--- src/rtl/hpdmon_pkg.sv ---
package hpdmon_pkg;

  // Register offsets on the byte bus
  localparam int ADR_LIVE  = 0;
  localparam int ADR_POL   = 1;
  localparam int ADR_MASK  = 2;
  localparam int ADR_EVENT = 3;
  localparam int ADR_MUTE  = 4;

  // Strobes from control to datapath
  typedef struct packed {
    logic wrPol;
    logic wrMask;
    logic wrMute;
    logic clrEvent;
  } strobe_t;

  typedef enum logic [2:0] {
    SEL_NONE  = 3'd0,
    SEL_LIVE  = 3'd1,
    SEL_POL   = 3'd2,
    SEL_MASK  = 3'd3,
    SEL_EVENT = 3'd4,
    SEL_MUTE  = 3'd5
  } rdSel_e;

endpackage

--- src/rtl/hpdmon_sync.sv ---
module hpdmon_sync #(
  parameter int WIDTH  = 6,
  parameter int STAGES = 2
) (
  input  logic             clk,
  input  logic             rstN,
  input  logic [WIDTH-1:0] din,
  output logic [WIDTH-1:0] dout
);

  logic [WIDTH-1:0] stage [STAGES];

  always_ff @(posedge clk or negedge rstN) begin
    if (!rstN) stage[0] <= '0;
    else       stage[0] <= din;
  end

  for (genvar s = 1; s < STAGES; s++) begin : g_stage
    always_ff @(posedge clk or negedge rstN) begin
      if (!rstN) stage[s] <= '0;
      else       stage[s] <= stage[s-1];
    end
  end

  assign dout = stage[STAGES-1];

endmodule

--- src/rtl/hpdmon_ctrl.sv ---
module hpdmon_ctrl
  import hpdmon_pkg::*;
#(
  parameter int ADDR_W = 3
) (
  input  logic              regWrEn,
  input  logic [ADDR_W-1:0] regAddr,
  output strobe_t           strobe,
  output rdSel_e            rdSel
);

  always_comb begin
    strobe = '0;
    rdSel  = SEL_NONE;
    case (regAddr)
      ADDR_W'(ADR_LIVE):  rdSel = SEL_LIVE;
      ADDR_W'(ADR_POL): begin
        rdSel        = SEL_POL;
        strobe.wrPol = regWrEn;
      end
      ADDR_W'(ADR_MASK): begin
        rdSel         = SEL_MASK;
        strobe.wrMask = regWrEn;
      end
      ADDR_W'(ADR_EVENT): begin
        rdSel           = SEL_EVENT;
        strobe.clrEvent = regWrEn;
      end
      ADDR_W'(ADR_MUTE): begin
        rdSel         = SEL_MUTE;
        strobe.wrMute = regWrEn;
      end
      default: ;
    endcase
  end

endmodule

--- src/rtl/hpdmon_datapath.sv ---
module hpdmon_datapath
  import hpdmon_pkg::*;
#(
  parameter int LANES  = 4,
  parameter int BUS_W  = 8,
  localparam int LIVE_W = 4 + LANES,
  localparam int INT_W  = 2 + LANES
) (
  input  logic              clk,
  input  logic              rstN,
  input  strobe_t           strobe,
  input  rdSel_e            rdSel,
  input  logic [BUS_W-1:0]  wrData,
  input  logic [LIVE_W-1:0] liveIn,
  output logic [BUS_W-1:0]  rdData,
  output logic              irq,
  output logic [LIVE_W-1:0] polarityReg,
  output logic [LIVE_W-1:0] maskReg,
  output logic [INT_W-1:0]  intStatus,
  output logic [INT_W-1:0]  muteReg
);

  // Bits of the live layout that carry a signal
  localparam logic [LIVE_W-1:0] LIVE_USED = {{LANES{1'b1}}, 2'b00, 2'b11};

  logic [INT_W-1:0] liveI, polI, maskI;
  logic [INT_W-1:0] matchNow, matchPrev, newEvent, clrBits;

  // Re-order live layout into event layout
  assign liveI[0] = liveIn[1];
  assign liveI[1] = liveIn[0];
  assign polI[0]  = polarityReg[1];
  assign polI[1]  = polarityReg[0];
  assign maskI[0] = maskReg[1];
  assign maskI[1] = maskReg[0];
  for (genvar i = 0; i < LANES; i++) begin : g_lane
    assign liveI[2+i] = liveIn[4+i];
    assign polI[2+i]  = polarityReg[4+i];
    assign maskI[2+i] = maskReg[4+i];
  end

  assign matchNow = ~(liveI ^ polI);
  assign newEvent = matchNow & ~matchPrev & ~maskI;
  assign clrBits  = strobe.clrEvent ? wrData[INT_W-1:0] : '0;

  always_ff @(posedge clk or negedge rstN) begin
    if (!rstN) begin
      polarityReg <= '0;
      maskReg     <= LIVE_USED;
      muteReg     <= '1;
      intStatus   <= '0;
      matchPrev   <= '1;
    end else begin
      matchPrev <= matchNow;
      intStatus <= (intStatus & ~clrBits) | newEvent;
      if (strobe.wrPol)  polarityReg <= wrData[LIVE_W-1:0] & LIVE_USED;
      if (strobe.wrMask) maskReg     <= wrData[LIVE_W-1:0] & LIVE_USED;
      if (strobe.wrMute) muteReg     <= wrData[INT_W-1:0];
    end
  end

  assign irq = |(intStatus & ~muteReg);

  always_comb begin
    rdData = '0;
    case (rdSel)
      SEL_LIVE:  rdData = BUS_W'(liveIn);
      SEL_POL:   rdData = BUS_W'(polarityReg);
      SEL_MASK:  rdData = BUS_W'(maskReg);
      SEL_EVENT: rdData = BUS_W'(intStatus);
      SEL_MUTE:  rdData = BUS_W'(muteReg);
      default:   rdData = '0;
    endcase
  end

endmodule

--- src/rtl/hpd_sense_monitor.sv ---
module hpd_sense_monitor
  import hpdmon_pkg::*;
#(
  parameter int LANES       = 4,
  parameter int ADDR_W      = 3,
  parameter int BUS_W       = 8,
  parameter int SYNC_STAGES = 2,
  localparam int LIVE_W = 4 + LANES,
  localparam int INT_W  = 2 + LANES
) (
  input  logic              clk,
  input  logic              rstN,
  input  logic [ADDR_W-1:0] regAddr,
  input  logic              regWrEn,
  input  logic [BUS_W-1:0]  regWrData,
  output logic [BUS_W-1:0]  regRdData,
  input  logic              hotplugRaw,
  input  logic              phyLockRaw,
  input  logic [LANES-1:0]  rxSenseRaw,
  output logic              irqOut
);

  strobe_t           strobe;
  rdSel_e            rdSel;
  logic [INT_W-1:0]  syncOut;
  logic [LIVE_W-1:0] liveStatus, polarityReg, maskReg;
  logic [INT_W-1:0]  intStatus, muteReg;

  hpdmon_sync #(.WIDTH(INT_W), .STAGES(SYNC_STAGES)) u_sync (
    .clk (clk),
    .rstN(rstN),
    .din ({rxSenseRaw, hotplugRaw, phyLockRaw}),
    .dout(syncOut)
  );

  assign liveStatus = {syncOut[INT_W-1:2], 2'b00, syncOut[1:0]};

  hpdmon_ctrl #(.ADDR_W(ADDR_W)) u_ctrl (
    .regWrEn(regWrEn),
    .regAddr(regAddr),
    .strobe (strobe),
    .rdSel  (rdSel)
  );

  hpdmon_datapath #(.LANES(LANES), .BUS_W(BUS_W)) u_dp (
    .clk        (clk),
    .rstN       (rstN),
    .strobe     (strobe),
    .rdSel      (rdSel),
    .wrData     (regWrData),
    .liveIn     (liveStatus),
    .rdData     (regRdData),
    .irq        (irqOut),
    .polarityReg(polarityReg),
    .maskReg    (maskReg),
    .intStatus  (intStatus),
    .muteReg    (muteReg)
  );

endmodule

--- config.mk ---
export PLATFORM = sky130hd
export DESIGN_NAME = hpd_sense_monitor
export DESIGN_NICKNAME = d
export VERILOG_FILES = /design/src/rtl/hpdmon_pkg.sv /design/src/rtl/hpdmon_sync.sv /design/src/rtl/hpdmon_ctrl.sv /design/src/rtl/hpdmon_datapath.sv /design/src/rtl/hpd_sense_monitor.sv
export SDC_FILE = /design/constraint.sdc
export NUM_CORES = 1
export LEC_CHECK = 0
export BUFFER_PORTS_ARGS = -buffer_cell sky130_fd_sc_hd__buf_2
export CORE_ASPECT_RATIO = 1.4
export CORE_MARGIN = 5
export CORE_UTILIZATION = 49
export CTS_BUF_LIST = sky130_fd_sc_hd__clkbuf_8
export DETAILED_ROUTE_END_ITERATION = 10
export PLACE_DENSITY = 0.71
export SYNTH_ARGS = -nofsm -noshare
export SYNTH_HDL_FRONTEND = slang
export SYNTH_SLANG_ARGS = --single-unit
export TNS_END_PERCENT = 10
--- constraint.sdc ---
create_clock -name clk -period 1.5 [get_ports clk]
set_input_delay 0 -clock clk [delete_from_list [all_inputs] [get_ports clk]]
set_output_delay 0 -clock clk [all_outputs]
set_load 0.02 [all_outputs]
==> insert_results.sql <==
INSERT INTO impl_metrics (metric_group, metric, value, unit) VALUES
('global_routing', 'gr-usage-met2', '26.80', '%'),
('timing', 'final-setup-viol-count', '0', ''),
('logic_synthesis', 'synth.lib_cells_used.distinct', '33', ''),
('detailed_routing', 'ant_nets', '0', ''),
('logic_synthesis', 'synth-compound-area-share', '7.051', '%'),
('finish', 'num_antenna_cells', '0', ''),
('logic_synthesis', 'synth_top_area_share', '30.77', '%'),
('detailed_routing', 'route.vias.total', '1287', ''),
('logic_synthesis', 'yosys.area_share.simple', '10.51', '%'),
('critical_path', 'critPathCapture', 'regRdData[7]', ''),
('timing', 'postLayoutSetupSlackWorst', '0.02363', 'ns'),
('place', 'detailed_place.area', '2102', 'µm²'),
('timing', 'post-route-min-period', '1.476', 'ns'),
('global_routing', 'grt_util_met3', '4.685', '%'),
('timing', 'unrepaired_setup_endpoints_after_global_routing', 'yes', ''),
('global_routing', 'global_route.overflow_total', '0', ''),
('finish', 'drive_above_1_share', '43.43', '%'),
('finish', 'final_core_utilization', '61.16', '%'),
('clocking', 'cts_tree', 'yes', ''),
('critical_path', 'reg2reg_slack', '0.62', 'ns'),
('clocking', 'h_tree_levels', '2', ''),
('status', 'status', 'completed', ''),
('critical_path', 'critical_path.reg2reg.endpoint', 'u_dp.intStatus[5]', ''),
('logic_synthesis', 'mappedNetlistArea', '1952', 'µm²'),
('logic_synthesis', 'synth_area_leaders', 'dfrtp_1 31%, dfstp_2 24%, mux2_4 14%', ''),
('floorplanning', 'fp.dieArea', '5363', 'µm²'),
('global_routing', 'grt_pass1_wl', '6.541', 'mm'),
('pwr', 'total_power', '3.072', 'mW'),
('critical_path', 'criticalPathCategory', 'reg2out', ''),
('floorplanning', 'starting_density', '50.24', '%'),
('global_routing', 'grt_antenna_before_repair', '0', ''),
('finish', 'final_net_count', '217', ''),
('logic_synthesis', 'yosys.area_share.xor_xnor', '2.692', '%'),
('logic_synthesis', 'synth_top_cell_by_area', 'dfrtp_1', ''),
('clocking', 'post-cts-setup-buffer-count', '0', ''),
('timing', 'worst_hold_slack', '0.1947', 'ns'),
('logic_synthesis', 'muxShareOfSynthArea', '18.59', '%'),
('global_routing', 'global_route.usage.total', '15.56', '%'),
('detailed_routing', 'drt_iter0_drc', '57', ''),
('critical_path', 'crit_path_end_kind', 'primary output', ''),
('critical_path', 'cp_max_fo', '3', ''),
('detailed_routing', 'routed_wl', '3.977', 'mm'),
('min_path', 'min_path_type', 'in2async', ''),
('critical_path', 'cp.arrival', '1.48', 'ns'),
('logic_synthesis', 'ys_seq_area_share', '55.00', '%'),
('pwr', 'power_density', '1293', 'nW/µm²'),
('global_routing', 'first_global_vias', '1378', ''),
('finish', 'layout_commonest_cell', 'buf_2', ''),
('logic_synthesis', 'synthesis.nets', '172', ''),
('global_routing', 'globalRoute.busiestLayer', 'met2', ''),
('critical_path', 'critical_path.startpoint', 'u_dp.maskReg[7]', ''),
('logic_synthesis', 'syn-instance-count', '152', ''),
('detailed_routing', 'drt_drc_violations_left', '0', ''),
('clocking', 'clock_insertion_delay_worst_skew', '0.30', 'ns'),
('critical_path', 'reg2regPathDepth', '3', ''),
('logic_synthesis', 'post_synth_fa_ha_maj_area_fraction', '0', '%'),
('timing', 'maxSlewViolCount', '0', ''),
('timing', 'worstMarginPinSlew', '0.4717', 'ns'),
('timing', 'setup_tns', '0', 'ns'),
('place', 'number_of_port_buffers', '28', ''),
('detailed_routing', 'via_per_inst', '5.340', ''),
('logic_synthesis', 'yosysWarningCount', '0', ''),
('clocking', 'cts-root-buf', 'clkbuf_8', ''),
('floorplanning', 'fp.dieW', '63.34', 'µm'),
('clocking', 'numClockSinks', '42', ''),
('finish', 'mostFrequentLayoutCells', '25 x buf_2, 24 x dfrtp_1, 18 x mux2_4, 18 x dfstp_2', ''),
('global_routing', 'grt.met1_usage', '17.72', '%'),
('run', 'maxCapViolations', '0', ''),
('detailed_routing', 'firstDrtPassIters', '4', ''),
('floorplanning', 'coreArea', '3885', 'µm²'),
('clocking', 'cts-buffers-inserted', '5', '');
-- how the worst min path moves through the flow --
| stage | end | slack (ns) | depth (start not counted) |
|---|---|---|---|
| 3_3_place_gp | u_sync.dout[3] | -0.03 | 1 |
| 2_1_floorplan | u_dp.intStatus[0] | -0.30 | 0 |
| 4_1_cts | u_dp.polarityReg[0] | 0.01 | 2 |
| 6_report | u_dp.intStatus[4] | 0.19 | 2 |
| 3_5_place_dp | u_dp.polarityReg[5] | -0.01 | 1 |
| 5_1_grt | u_dp.intStatus[4] | 0.23 | 2 |
-- final cells by class --
type,count,area (µm²)
tap,43,53.80
multi-input combinational,90,765.7
clock inverter,3,40.04
timing repair buffer,45,325.3
sequential,42,1074
inverter,13,48.80
fill,321,1509
clock buffer,5,68.82
-- routing by layer --
metal | vias to the layer above | routed length [µm]
met5 | - | 0
met4 | 0 | 64
met3 | 5 | 171
met2 | 32 | 2139
met1 | 643 | 1600
li1 | 607 | -
-- synthesized netlist by cell type, drive strengths merged --
cell / number
o22ai: 3
mux2: 20
o21ai: 8
nor2: 8
xnor2: 6
nor2b: 2
o211ai: 1
dfstp: 18
buf: 7
and3b: 1
a32oi: 1
mux2i: 7
a31o: 1
nand3: 1
inv: 13
a32o: 2
nand2: 15
or2b: 1
dfrtp: 24
or3: 1
o32ai: 1
a2bb2oi: 1
or2: 2
a21oi: 2
a31oi: 1
nand4b: 1
and4bb: 1
and3: 3
-- flip-flops by register name, indices dropped and copies added, names as in the netlist --
signal / flops
u_dp.matchPrev: 6
u_sync.stage: 6
u_dp.muteReg: 6
u_dp.maskReg: 6
u_dp.polarityReg: 6
u_sync.dout: 6
u_dp.intStatus: 6
-- timing repair --
item | 4_1_cts | 5_1_grt
endpoints found under the setup margin | 1 | 5
hold endpoints to repair | 29 | 2
resized for setup | 1 | 5
pin swaps | 0 | 0
hold buffers | 13 | 2
-- worst max-delay path: stages, from the launching register on --
cell     delay [ns]
dfstp_2        0.55
mux2i_1        0.06
or2_2          0.28
a21oi_2        0.14
buf_4          0.16
-- power breakdown --
group	internal [mW]	total, mW	leakage (nW)	switching [mW]
Combinational	0.352	0.624	0.589	0.271
Clock	0.490	0.874	0.0579	0.385
Sequential	1.42	1.57	0.459	0.155
Total	2.26	3.07	1.11	0.810
-- cells by family after synthesis --
kind of cell / after synthesis
DFF: 42
xor gates and xnor gates: 6
and+or+nand+nor: 36
muxes: 27
buffers and inverters: 20
AOI/OAI and AO/OA: 21
(Power assumes the default switching activity.)
